`src/rtl/cfc_pkg.sv`:
```
package cfc_pkg;
    localparam int CNT_W = 16;

    typedef enum logic {
        XF_IDLE,
        XF_MOVE
    } xfer_e;
endpackage

```
`src/rtl/cfc_pair_gate.sv`:
```
// Per-pair state: threshold, hold flag with hysteresis, arrival and departure counters.
module cfc_pair_gate #(
    parameter int LVL_W = 6,
    parameter int THR_W = 4,
    parameter int CNT_W = 16
) (
    input  logic             clk,
    input  logic             rst_n,
    input  logic             thr_we,
    input  logic             arr_clr,
    input  logic             dep_clr,
    input  logic [LVL_W-1:0] thr_wdata,
    input  logic [LVL_W-1:0] level,
    input  logic             arrive,
    input  logic             depart,
    output logic             hold,
    output logic [LVL_W-1:0] thr,
    output logic [CNT_W-1:0] arr_cnt,
    output logic [CNT_W-1:0] dep_cnt
);
    localparam logic [THR_W-1:0] THR_MAX = '1;

    typedef struct packed {
        logic             hold;
        logic [THR_W-1:0] thr;
        logic [CNT_W-1:0] arr;
        logic [CNT_W-1:0] dep;
    } gate_t;

    gate_t            st_d, st_q;
    logic [LVL_W-1:0] thr_ext;

    always_comb begin
        st_d    = st_q;
        thr_ext = LVL_W'(st_q.thr);
        if (thr_we) st_d.thr = thr_wdata[THR_W-1:0];
        // hysteresis: set above, clear below, keep on equal
        if (level > thr_ext)      st_d.hold = 1'b1;
        else if (level < thr_ext) st_d.hold = 1'b0;
        if (arr_clr)     st_d.arr = '0;
        else if (arrive) st_d.arr = st_q.arr + 1'b1;
        if (dep_clr)     st_d.dep = '0;
        else if (depart) st_d.dep = st_q.dep + 1'b1;
    end

    always_ff @(posedge clk or negedge rst_n) begin
        if (!rst_n) begin
            st_q.hold <= 1'b0;
            st_q.thr  <= THR_MAX;
            st_q.arr  <= '0;
            st_q.dep  <= '0;
        end else begin
            st_q <= st_d;
        end
    end

    assign hold    = st_q.hold;
    assign thr     = thr_ext;
    assign arr_cnt = st_q.arr;
    assign dep_cnt = st_q.dep;
endmodule

```
`src/rtl/cfc_rr_pick.sv`:
```
// Round-robin choice: first requester after the last granted index.
module cfc_rr_pick #(
    parameter int N  = 5,
    parameter int IW = $clog2(N)
) (
    input  logic [N-1:0]  req,
    input  logic [IW-1:0] last,
    output logic          valid,
    output logic [IW-1:0] idx
);
    int c;

    always_comb begin
        valid = 1'b0;
        idx   = '0;
        c     = 0;
        for (int k = 1; k <= N; k++) begin
            c = (int'(last) + k) % N;
            if (!valid && req[c]) begin
                valid = 1'b1;
                idx   = IW'(c);
            end
        end
    end
endmodule

```
`src/rtl/cell_gate_ctrl.sv`:
```
module cell_gate_ctrl
    import cfc_pkg::*;
#(
    parameter int NPAIR      = 5,
    parameter int DW         = 8,
    parameter int CELL_WORDS = 53,
    parameter int NARROW_W   = 4,
    parameter int WIDE_W     = 6
) (
    input  logic                    clk,
    input  logic                    rst_n,
    input  logic [NPAIR-1:0]        in_rdy,
    input  logic [NPAIR-1:0]        in_arrive,
    input  logic [NPAIR*DW-1:0]     in_data,
    output logic [NPAIR-1:0]        in_pop,
    input  logic [NPAIR-1:0]        out_full,
    input  logic [NPAIR*WIDE_W-1:0] out_level,
    output logic [NPAIR-1:0]        out_push,
    output logic [DW-1:0]           out_data,
    input  logic                    reg_we,
    input  logic [$clog2(NPAIR)+1:0] reg_addr,
    input  logic [15:0]             reg_wdata,
    output logic [15:0]             reg_rdata
);
    localparam int LVL_W = WIDE_W;
    localparam int IW    = $clog2(NPAIR);
    localparam int AW    = IW + 2;
    localparam int WC_W  = $clog2(CELL_WORDS + 1);
    localparam logic [WC_W-1:0] LAST_WORD = WC_W'(CELL_WORDS - 1);

    typedef struct packed {
        xfer_e           st;
        logic [IW-1:0]   sel;
        logic [IW-1:0]   last;
        logic [WC_W-1:0] wc;
    } ctl_t;

    ctl_t ctl_d, ctl_q;

    logic [NPAIR-1:0] hold_vec, elig, depart_vec;
    logic [NPAIR-1:0] thr_we, arr_clr, dep_clr;
    logic [LVL_W-1:0] thr_vec [NPAIR];
    logic [CNT_W-1:0] arr_vec [NPAIR];
    logic [CNT_W-1:0] dep_vec [NPAIR];
    logic             pk_valid;
    logic [IW-1:0]    pk_idx;
    logic [1:0]       grp;
    logic [IW-1:0]    pidx;

    assign grp  = reg_addr[AW-1:IW];
    assign pidx = reg_addr[IW-1:0];
    assign elig = in_rdy & ~hold_vec & ~out_full;

    for (genvar i = 0; i < NPAIR; i++) begin : g_pair
        localparam int TW = (i == NPAIR - 1) ? WIDE_W : NARROW_W;
        assign thr_we[i]  = reg_we && (grp == 2'd0) && (pidx == IW'(i));
        assign arr_clr[i] = reg_we && (grp == 2'd1) && (pidx == IW'(i));
        assign dep_clr[i] = reg_we && (grp == 2'd2) && (pidx == IW'(i));

        cfc_pair_gate #(
            .LVL_W (LVL_W),
            .THR_W (TW),
            .CNT_W (CNT_W)
        ) u_gate (
            .clk       (clk),
            .rst_n     (rst_n),
            .thr_we    (thr_we[i]),
            .arr_clr   (arr_clr[i]),
            .dep_clr   (dep_clr[i]),
            .thr_wdata (reg_wdata[LVL_W-1:0]),
            .level     (out_level[i*LVL_W +: LVL_W]),
            .arrive    (in_arrive[i]),
            .depart    (depart_vec[i]),
            .hold      (hold_vec[i]),
            .thr       (thr_vec[i]),
            .arr_cnt   (arr_vec[i]),
            .dep_cnt   (dep_vec[i])
        );
    end

    cfc_rr_pick #(
        .N  (NPAIR),
        .IW (IW)
    ) u_pick (
        .req   (elig),
        .last  (ctl_q.last),
        .valid (pk_valid),
        .idx   (pk_idx)
    );

    always_comb begin
        ctl_d      = ctl_q;
        in_pop     = '0;
        out_push   = '0;
        depart_vec = '0;
        out_data   = in_data[ctl_q.sel*DW +: DW];
        case (ctl_q.st)
            XF_IDLE: begin
                if (pk_valid) begin
                    ctl_d.st  = XF_MOVE;
                    ctl_d.sel = pk_idx;
                    ctl_d.wc  = '0;
                end
            end
            default: begin
                in_pop[ctl_q.sel]   = 1'b1;
                out_push[ctl_q.sel] = 1'b1;
                if (ctl_q.wc == LAST_WORD) begin
                    ctl_d.st              = XF_IDLE;
                    ctl_d.last            = ctl_q.sel;
                    depart_vec[ctl_q.sel] = 1'b1;
                end else begin
                    ctl_d.wc = ctl_q.wc + 1'b1;
                end
            end
        endcase
    end

    always_ff @(posedge clk or negedge rst_n) begin
        if (!rst_n) begin
            ctl_q.st   <= XF_IDLE;
            ctl_q.sel  <= '0;
            ctl_q.last <= IW'(NPAIR - 1);
            ctl_q.wc   <= '0;
        end else begin
            ctl_q <= ctl_d;
        end
    end

    always_comb begin
        reg_rdata = '0;
        if (int'(pidx) < NPAIR) begin
            case (grp)
                2'd0:    reg_rdata = 16'(thr_vec[pidx]);
                2'd1:    reg_rdata = arr_vec[pidx];
                2'd2:    reg_rdata = dep_vec[pidx];
                default: reg_rdata = '0;
            endcase
        end
    end
endmodule

```
`config.mk`:
```
export PLATFORM = sky130hd
export DESIGN_NAME = cell_gate_ctrl
export DESIGN_NICKNAME = d
export VERILOG_FILES = /design/src/rtl/cfc_pkg.sv /design/src/rtl/cfc_pair_gate.sv /design/src/rtl/cfc_rr_pick.sv /design/src/rtl/cell_gate_ctrl.sv
export SDC_FILE = /design/constraint.sdc
export NUM_CORES = 1
export LEC_CHECK = 0
export BUFFER_PORTS_ARGS = -buffer_cell sky130_fd_sc_hd__buf_2
export CAP_MARGIN = 15
export CORE_MARGIN = 5
export CORE_UTILIZATION = 54
export CTS_BUF_LIST = sky130_fd_sc_hd__clkbuf_4 sky130_fd_sc_hd__clkbuf_8 sky130_fd_sc_hd__clkbuf_16
export CTS_CLUSTER_DIAMETER = 60
export DETAILED_ROUTE_END_ITERATION = 16
export PLACE_DENSITY = 0.77
export SYNTH_ARGS = -nofsm -noshare
export SYNTH_HDL_FRONTEND = slang
export SYNTH_SLANG_ARGS = --single-unit
```
`constraint.sdc`:
```
create_clock -name clk -period 5.1 [get_ports clk]
set_clock_uncertainty 0.2 [all_clocks]
set_input_delay 0.765 -clock clk [delete_from_list [all_inputs] [get_ports clk]]
set_output_delay 0.765 -clock clk [all_outputs]
set_load 0.05 [all_outputs]
```
# After elaboration in Yosys (flattened, before gate mapping)
# Index checks and enable logic that the tools add are counted.
totals:
  register_bits: 200
  in_bits: 109
  output_inout_bits: 34
  word_cells: 204
classes:
  n_addsub: 16
  div_mod_pow: 5
  magnitude_cmp: 19
  eq_ne: 8
  n_shift: 1
  muxes: 77
  n_bitwise: 6
  n_reduce_logical: 48
ops:
  columns: ["op", "count"]
  rows:
  - ["2-to-1 mux 16 bit", 25]
  - ["adder 16 x 1 -> 16 bit (second input constant)", 10]
  - ["< comparator 32 x 5 -> 1 bit (second input constant)", 5]
  - ["remainder unit 32 x 4 -> 32 bit (second input constant)", 5]
  - ["binary-select mux 16 bit (select 3 bit)", 2]
  - ["one-hot mux 16 bit (3 select lines)", 1]
  - ["variable part select 40 x 7 -> 8 bit", 1]
  - ["nonzero test 2 bit", 16]
  - ["2-to-1 mux 6 bit", 5]
  - ["2-to-1 mux 1 bit", 28]
  - ["> comparator 6 x 4 -> 1 bit", 4]
  - ["< comparator 6 x 4 -> 1 bit", 4]
  - ["logical AND 1 bit", 23]
  - ["binary-select mux 6 bit (select 3 bit)", 1]
  - ["binary-select mux 1 bit (select 3 bit)", 5]
  - ["2-to-1 mux 3 bit", 5]
  - ["2-to-1 mux 5 bit", 3]
  - ["AND 5 bit", 2]
  - ["inverter 5 bit", 2]
  - ["adder 3 x 2 -> 4 bit (second input constant)", 2]
  - ["adder 3 x 3 -> 4 bit (second input constant)", 2]
  - ["adder 6 x 1 -> 6 bit (second input constant)", 1]
  - ["equality test 3 x 2 -> 1 bit (second input constant)", 2]
  - ["equality test 6 bit (second input constant)", 1]
  - ["20 further kinds", 25]

# Longest topological paths before layout
# Gate-level depths: netlist of run 1.
depth:
  word_depth: 21
  mapped_depth: 19
  ltp_nobuf: 17

# By module
# A second synthesis of run 1 with hierarchy kept.
hier_totals:
  hier_cells: 1502
  hier_area_um2: 14311.2
by_module_without_submodules:
  columns: ["module", "instances", "cells_each", "area_per_inst_um2", "seq_area_each_um2"]
  rows:
  - ["cfc_pair_gate at g_pair[0].u_gate ...", 4, 192, 1966.9, 930.9]
  - ["cell_gate_ctrl", 1, 303, 2682.6, 326.6]
  - ["cfc_pair_gate at g_pair[4].u_gate", 1, 201, 2062.0, 983.4]
  - ["cfc_rr_pick", 1, 230, 1699.1, 0.0]

# Least setup slack after synthesis of run 1
# OpenSTA, ideal clock, no wires.
synth_timing:
  path_kind: "reg-to-reg"
  from: "register, netlist name ctl_q[6]"
  to: "register ctl_q[11] in the netlist's numbering"
  setup_time_ns: 0.123
  arrival_time_ns: 4.772
  t_required_ns: 4.777
  slack_ns: 0.005
  path_stages_with_launch: 18
  n_path_buf: 4
  synth_period_minus_slack_ns: 5.095
  path_cell_list: "dfrtp_1 > buf_2 > buf_1 > inv_1 > ha_1 > buf_2 > clkbuf_1 > nand2_1 > nor2_1 > a21oi_1 > ha_1 > o32ai_1 > nor2_4 > mux2i_1 > mux4_2 > a2111oi_4 > a31oi_2 > o221a_1"
synth_between:
  elab_chain_len: 19
  elab_cells_between_ends: 44
  classes_between: "5 x add/sub; 5 x div; 25 x mux; 9 x reduce/logical"
synth_lines:
  columns: ["element", "line_no", "text"]
  rows:
  - ["adder 3 x 1 -> 4 bit", "cfc_rr_pick.sv:18", "c = (int'(last) + k) % N;"]
  - ["remainder unit 32 x 4 -> 32 bit", "cfc_rr_pick.sv:18", null]
  - ["binary-select mux 1 bit (select 3 bit)", "cfc_rr_pick.sv:19", "if (!valid && req[c]) begin"]
  - ["2-to-1 mux 1 bit (implied by the code) (2 in series)", "cfc_rr_pick.sv:19", null]
  - ["2-to-1 mux 1 bit", "cfc_rr_pick.sv:19", null]
  - ["zero test 1 bit", "cfc_rr_pick.sv:19", null]
  - ["logical AND 1 bit", "cfc_rr_pick.sv:19", null]
  - ["2-to-1 mux 1 bit", "cfc_rr_pick.sv:19", null]
  - ["[... 2 more ...]", null, null]
  - ["2-to-1 mux 1 bit", "cfc_rr_pick.sv:19", null]
  - ["zero test 1 bit", "cfc_rr_pick.sv:19", null]
  - ["logical AND 1 bit", "cfc_rr_pick.sv:19", null]
  - ["2-to-1 mux 1 bit", "cfc_rr_pick.sv:19", null]
  - ["zero test 1 bit", "cfc_rr_pick.sv:19", null]
  - ["logical AND 1 bit", "cfc_rr_pick.sv:19", null]
  - ["2-to-1 mux 1 bit", "cfc_rr_pick.sv:19", null]
  - ["AND reduction 2 bit (no line)", null, null]
  - ["end signal, assigned", "cell_gate_ctrl.sv:126", "ctl_q <= ctl_d;"]
  - ["end, declared", "cell_gate_ctrl.sv:38", "ctl_t ctl_d, ctl_q;"]
# Several ways; a longest one is shown, not always the timed one. The select of a mux whose other input is x is not followed.
# A chain may end at the register's enable or synchronous reset.

# Worst setup path after layout of run 1
layout_timing:
  from: "register, netlist name ctl_q[6]"
  to: "register ctl_q[11] in the netlist's numbering"
layout_between:
  elab_chain_len: 19
  elab_cells_between_ends: 44
  classes_between: "5 x add/sub; 5 x div; 25 x mux; 9 x reduce/logical"
layout_lines:
  columns: ["element", "line_no"]
  rows:
  - ["adder 3 x 1 -> 4 bit", "cfc_rr_pick.sv:18"]
  - ["remainder unit 32 x 4 -> 32 bit", "cfc_rr_pick.sv:18"]
  - ["binary-select mux 1 bit (select 3 bit)", "cfc_rr_pick.sv:19"]
  - ["2-to-1 mux 1 bit (implied by the code) (2 in series)", "cfc_rr_pick.sv:19"]
  - ["2-to-1 mux 1 bit", "cfc_rr_pick.sv:19"]
  - ["zero test 1 bit", "cfc_rr_pick.sv:19"]
  - ["logical AND 1 bit", "cfc_rr_pick.sv:19"]
  - ["2-to-1 mux 1 bit", "cfc_rr_pick.sv:19"]
  - ["[... 2 more ...]", null]
  - ["2-to-1 mux 1 bit", "cfc_rr_pick.sv:19"]
  - ["zero test 1 bit", "cfc_rr_pick.sv:19"]
  - ["logical AND 1 bit", "cfc_rr_pick.sv:19"]
  - ["2-to-1 mux 1 bit", "cfc_rr_pick.sv:19"]
  - ["zero test 1 bit", "cfc_rr_pick.sv:19"]
  - ["logical AND 1 bit", "cfc_rr_pick.sv:19"]
  - ["2-to-1 mux 1 bit", "cfc_rr_pick.sv:19"]
  - ["AND reduction 2 bit (no line)", null]
# Several ways; a longest one is shown, not always the timed one. The select of a mux whose other input is x is not followed.

==> results of run 1 <==
stage by stage:
| step | total power [mW] | util [%] | setup slack [ps] | instance area [um^2] |
|---|---|---|---|---|
| CTS | 6.393 | 61.34 | 326.5 | 14870 |
| global placement | 4.902 | 58.81 | 491.1 | 14260 |
| global route | 6.826 | 61.40 | 35.83 | 14890 |
| floorplan | 4.316 | - | 4.886 | 13290 |
| detailed placement | 5.005 | 58.81 | 349.1 | 14260 |
| finish | 6.405 | 61.40 | 371.6 | 14890 |
power groups by stage:
stage               registers (mW)  logic, mW  clock network [mW]
finish                        2.42       2.61                1.38
global route                  2.47       2.88                1.48
CTS                           2.40       2.59                1.40
detailed placement            2.43       2.58                   0
global placement              2.41       2.50                   0
floorplan                     2.24       2.07                   0
sequential cells by signal, summed over array words and instances, names as in the netlist:
name,cells
g_pair.u_gate.thr,22
g_pair.u_gate.arr_cnt,80
g_pair.u_gate.hold,5
g_pair.u_gate.dep_cnt,80
ctl_q,13
per-layer routing:
metal	routed length (um)	track usage (%)	vias to the layer above
li1	-	-	5254
met1	14970	34.01	5332
met2	15440	37.55	340
met3	1952	4.527	39
met4	476	5.336	4
met5	14	0	-
critical path: stages, from the launching register on:
cell	delay, ps
dfrtp_1	410
inv_1	160
ha_1	330
buf_4	190
xor2_4	200
nand2_1	80
ha_1	310
nand2b_1	200
a21oi_1	170
o32ai_1	180
nor2_4	140
mux2i_1	300
mux4_2	610
a2111oi_4	560
a31oi_4	260
o221a_1	310
repair_timing:
action	CTS	global route
hold buffers	0	0
resized for setup	0	2
endpoints found under the setup margin	0	9
hold endpoints to repair	0	0
cells in the final DEF (no fill, tap or decap), drive strengths merged, types with 6 or more instances in the layout:
cell    instances
nor2          201
dfrtp         177
buf           152
nand2         100
xor2           95
a21oi          86
inv            62
ha             60
o21ai          55
nand3          51
nor2b          44
xnor2          44
mux4           39
nand4          38
mux2i          35
or3            33
o22ai          27
nor3           26
and3           26
mux2           23
dfstp          23
clkbuf         19
nand2b         13
and2            9
clkinv          8
nor3b           6
a31oi           6
worst max path at each step:
stage	start	end	slack, ps	cells after the start
after global routing	ctl_q[7]	ctl_q[11]	40	17
after detailed placement	ctl_q[6]	ctl_q[11]	350	15
after global placement	ctl_q[6]	ctl_q[11]	490	15
final	ctl_q[6]	ctl_q[11]	370	15
after floorplan	ctl_q[6]	ctl_q[11]	5	17
after CTS	ctl_q[6]	ctl_q[11]	330	15
cells in the mapped netlist (5+ instances only):
cell type	n	area (um^2)
a21o_1	5	37.54
a21oi_1	85	425.4
a31oi_1	5	31.28
and2_1	9	56.30
and3_1	26	162.7
buf_1	9	33.78
buf_4	6	45.04
clkbuf_1	45	168.9
dfrtp_1	177	4429
dfstp_2	23	604.3
ha_1	60	750.7
inv_1	55	206.5
mux2_2	23	259.0
mux2i_1	35	350.3
mux4_2	39	878.3
nand2_1	100	375.4
nand2b_1	13	81.33
nand3_1	51	255.2
nand4_1	38	237.7
nor2_1	199	747.0
nor2b_1	44	275.3
nor3_1	26	130.1
nor3b_1	6	45.04
o21ai_0	50	250.2
o21ai_1	5	25.02
o22a_1	5	43.79
o22ai_1	27	168.9
or3_1	33	206.5
or3b_2	5	43.79
xnor2_1	42	367.9
xor2_1	94	823.3
layout make-up:
cell class	count	area, um^2	share of cell area, %
clock buffer	18	432.9	2.908
inverter	58	217.7	1.462
timing repair buffer	153	839.6	5.639
tap	324	405.4	2.723
clock inverter	14	180.2	1.210
multi-input combinational	1101	7780	52.25
sequential	200	5034	33.81
cell families (layout without fill, tap and decap cells):
group / after synthesis / after routing
compound gates: 223 / 223
xor+xnor: 139 / 139
fa+ha+maj: 61 / 61
buf+inv: 122 / 243
flops: 200 / 200
mux: 97 / 97
simple gates: 581 / 581
==> results_dict.tcl, run 1 <==
set metrics [dict create \
    reg2reg_from "ctl_q[6]" \
    num_antenna_cells 0 \
    start_util_pct 54.81 \
    seq_area_frac_synth_pct 37.87 \
    cts_setup_buffers 0 \
    pwr-share-seq_pct 37.7 \
    drv_slew 0 \
    grt_pass1_wl_um 54650 \
    drv_cap 0 \
    fin_cells 1868 \
    clkTransAtPathRegs_ps 90 \
    dp.final_hpwl_um 24590 \
    io-pin-count 143 \
    area_growth_pct 12.03 \
    drc 0 \
    async_flop_share_pct 100.0 \
    synth_top_family_by_area "simple AND/OR/NAND/NOR gates" \
    power_density_nw_per_um2 430.2 \
    clock_power_share_pct 21.6 \
    synth_fa_ha_area_share_pct 5.799 \
    viasPerCell 5.872 \
    cts_tree "yes" \
    combPwrFrac_pct 40.7 \
    r2r_end "ctl_q[11]" \
    ys_ff_latch 200 \
    rrSetupSlack_ps 370 \
    cts-htree-levels 4 \
    worstMarginPinSlew_ps 1075 \
    max_freq_mhz 211.5 \
    vdd_drop_max_uv 211.5 \
    min_period_ps 4728 \
    path_class "reg -> reg" \
    drive_gt1_share_pct 19.04 \
    sw_frac_of_total_pct 41.68 \
    drt_wl_total_um 32850 \
    syn_avg_cell_area_um2 9.340 \
    clkLatencyLatePin_ps 440 \
    vias 10969 \
    fin_hold_ws_ps 147.8 \
    startpoint_type "register" \
    die_x_um 166.9 \
    post-place-cells 1836 \
    cp.arrival_ps 4860 \
    slew_headroom_pct 28.08 \
    die_h_um 166.9 \
    numCtsBuffers 17 \
    cp.required_ps 5230 \
    syn_area_um2 13290 \
    drtPass1Iterations 5 \
    port-buffer-count 132 \
    muxShareOfSynthArea_pct 11.19 \
    synth_nets 1593 \
    synth_compound_area_share_pct 10.32 \
    grt_max_degree 106 \
    grtUsageTotal_pct 23.66 \
    wl_per_cell_um 17.59 \
    outcome "completed" \
    synth_edf_count 0 \
    report.final.setup_viol 0 \
    ys.flop_type "dfrtp_1" \
    min_path_type "in -> async" \
    synth_cell_type_count 81 \
    dr.first_iter.drc_count 972 \
    finalHoldViolations 0 \
    synth-simple-area-share_pct 21.70 \
    static-leakage-power_nw 6.538 \
    rows 57 \
    synth_xor_area_share_pct 9.414 \
    syn_inst 1423 \
    grt.overflow.total 0 \
    antenna_left 0 \
    worstPathMaxFanout 9 \
    r2r_cells 15 \
    gp_congestion 0.9063 \
    p_int_mw 3.736 \
    core_area_um2 24250 \
    antenna_found_initial 2 \
    period_share_pct 92.71 \
    setup_tns_ps 0 \
    synth_warnings 0 \
    fillCellCount 1941 \
    cts.sinks 200 \
    cts_root_buf "clkbuf_16" \
    die_area_um2 27850 \
    cts_buffer_depth 2 \
    grt_pass1_vias 10670 \
    finalNetCount 1701 \
    rsz0062_at_grt "false" \
    power_switching_mw 2.669 \
    endpoint_kind "register" \
]
Note: power is estimated with default switching activity, not from simulation.
==> run 2: changes to the inputs <==
--- a/config.mk
+++ b/config.mk
@@ -12,6 +12,7 @@
 export CTS_BUF_LIST = sky130_fd_sc_hd__clkbuf_4 sky130_fd_sc_hd__clkbuf_8 sky130_fd_sc_hd__clkbuf_16
 export CTS_CLUSTER_DIAMETER = 60
 export DETAILED_ROUTE_END_ITERATION = 16
+export GPL_TIMING_DRIVEN = 0
 export PLACE_DENSITY = 0.77
 export SYNTH_ARGS = -nofsm -noshare
 export SYNTH_HDL_FRONTEND = slang
==> constraint.sdc (replaced) <==
create_clock -name clk -period 5.1 [get_ports clk]
set_clock_uncertainty 0.2 [all_clocks]
set_input_delay 0.765 -clock clk [delete_from_list [all_inputs] [get_ports clk]]
set_output_delay 0.765 -clock clk [all_outputs]
set_load 0.1 [all_outputs]
==> results_dict.tcl, run 2 (synthesis results as in run 1) <==
set metrics [dict create \
    reg2reg_from "ctl_q[6]" \
    cp.arrival_ps 5050 \
    cts.sinks 200 \
    cp.required_ps 5280 \
    drc 0 \
    drv_cap 0 \
    fillCellCount 2008 \
    grt_max_degree 102 \
    report.final.setup_viol 0 \
    fin_hold_ws_ps 137.2 \
    worstMarginPinSlew_ps 1004 \
    gp_congestion 0.9615 \
    endpoint_kind "register" \
    port-buffer-count 126 \
    wl_per_cell_um 18.35 \
    io-pin-count 143 \
    fin_util_pct 62.38 \
    viasPerCell 5.964 \
    antenna_left 0 \
    die_x_um 166.9 \
    dp.final_hpwl_um 26510 \
    min_path_type "in -> async" \
    drtPass1Iterations 8 \
    numCtsBuffers 17 \
    finalNetCount 1746 \
    r2r_cells 17 \
    grt_pass1_wl_um 56810 \
    core_area_um2 24250 \
    cts_buffer_depth 2 \
    p_total_mw 6.856 \
    clkTransAtPathRegs_ps 90 \
    cts_root_buf "clkbuf_16" \
    cts-htree-levels 4 \
    min_period_ps 4877 \
    layout_common_cells "nor2_1 (199), dfrtp_1 (176), buf_2 (126)" \
    drt_wl_total_um 35110 \
    slew_headroom_pct 32.55 \
    dp_slack_ps -988.8 \
    finalHoldViolations 0 \
    worst_slack_ps 223.3 \
    drive_gt1_share_pct 18.50 \
    drv_slew 0 \
    die_h_um 166.9 \
    dr.first_iter.drc_count 1008 \
    start_util_pct 54.81 \
    die_area_um2 27850 \
    max_freq_mhz 205.1 \
    vias 11409 \
    clkLatencyLatePin_ps 450 \
    antenna_found_initial 0 \
    worstPathMaxFanout 10 \
    final_common_cell "nor2_1" \
    vdd_drop_max_uv 305.6 \
    grt.overflow.total 0 \
    startpoint_type "register" \
    rrSetupSlack_ps 220 \
    outcome "completed" \
    static-leakage-power_nw 6.582 \
    r2r_end "ctl_q[10]" \
    rows 57 \
    path_class "reg -> reg" \
    area_growth_pct 13.81 \
    grt_pass1_vias 11024 \
    grtUsageTotal_pct 24.86 \
    cts_tree "yes" \
    period_share_pct 95.62 \
    ctsHoldBuffers 0 \
    num_antenna_cells 0 \
    power_density_nw_per_um2 453.3 \
]
## run 2: cell count changes in the layout (fill, tap and decap cells not counted), moves of 2 or more
| cell | change |
|---|---|
| clkinv_4 | -2 |
| clkbuf_1 | +44 |
| buf_4 | -9 |
| buf_1 | +8 |
| clkbuf_4 | +2 |
| clkinv_8 | +3 |
| o21ai_0 | -4 |
| buf_2 | -5 |
| o21ai_1 | +4 |
| buf_6 | +2 |
## run 2: metrics by stage
stage                     TNS [ps]  cell area (um^2)  cells
after floorplan                  0             13290   1423
after global placement      -46460             14330   1873
after detailed placement     -8571             14360   1874
after CTS                        0             15030   1907
after global routing        -7.697             15130   1913
final                            0             15130   1913
## run 2: how the worst max path moves through the flow
stage,cells past startpoint,end,from
after floorplan,17,ctl_q[11],ctl_q[6]
after global placement,17,ctl_q[9],ctl_q[6]
after detailed placement,17,ctl_q[11],ctl_q[6]
after CTS,17,ctl_q[10],ctl_q[6]
after global routing,15,ctl_q[10],ctl_q[7]
final,17,ctl_q[10],ctl_q[6]
## run 2: per-layer routing
metal,global-route usage (%),wire [um],up-vias
met1,34.28,15020,5524
li1,-,-,5331
met4,7.684,812,0
met3,4.124,2464,68
met2,40.52,16810,486
met5,0,0,-
## run 2: final cells by class
class / count / area [um^2] / share of cell area, %
Buffer: 64 / 290.3 / 1.919
Clock buffer: 17 / 425.4 / 2.812
Clock inverter: 15 / 192.7 / 1.274
Inverter: 58 / 217.7 / 1.439
Multi-Input combinational cell: 1101 / 7829 / 51.76
Sequential cell: 200 / 5035 / 33.29
Tap cell: 324 / 405.4 / 2.680
Timing Repair Buffer: 134 / 730.7 / 4.831
## run 2: what timing repair did
action / CTS / global route
endpoints found under the setup margin: 10 / 10
buffers inserted: 1 / 5
pin swaps: 1 / 3
resized for setup: 10 / 8
## run 2: where the power goes
part / total (mW) / switching, mW / internal, mW
Sequential: 2.36 / 0.414 / 1.95
Combinational: 3.11 / 1.96 / 1.16
Clock: 1.38 / 0.714 / 0.671
## run 2: worst max-delay path: stages (launching register included)
cell and delay (ps):
dfrtp_2 410, clkbuf_4 220, buf_6 160, inv_1 110
ha_1 350, clkbuf_4 200, clkbuf_4 220, nand2_1 70
ha_1 320, nand2b_1 200, a21oi_1 170, o32ai_2 140
nor2_4 160, mux2i_4 260, mux4_2 590, a2111o_1 440
o41a_1 430, o22ai_1 150
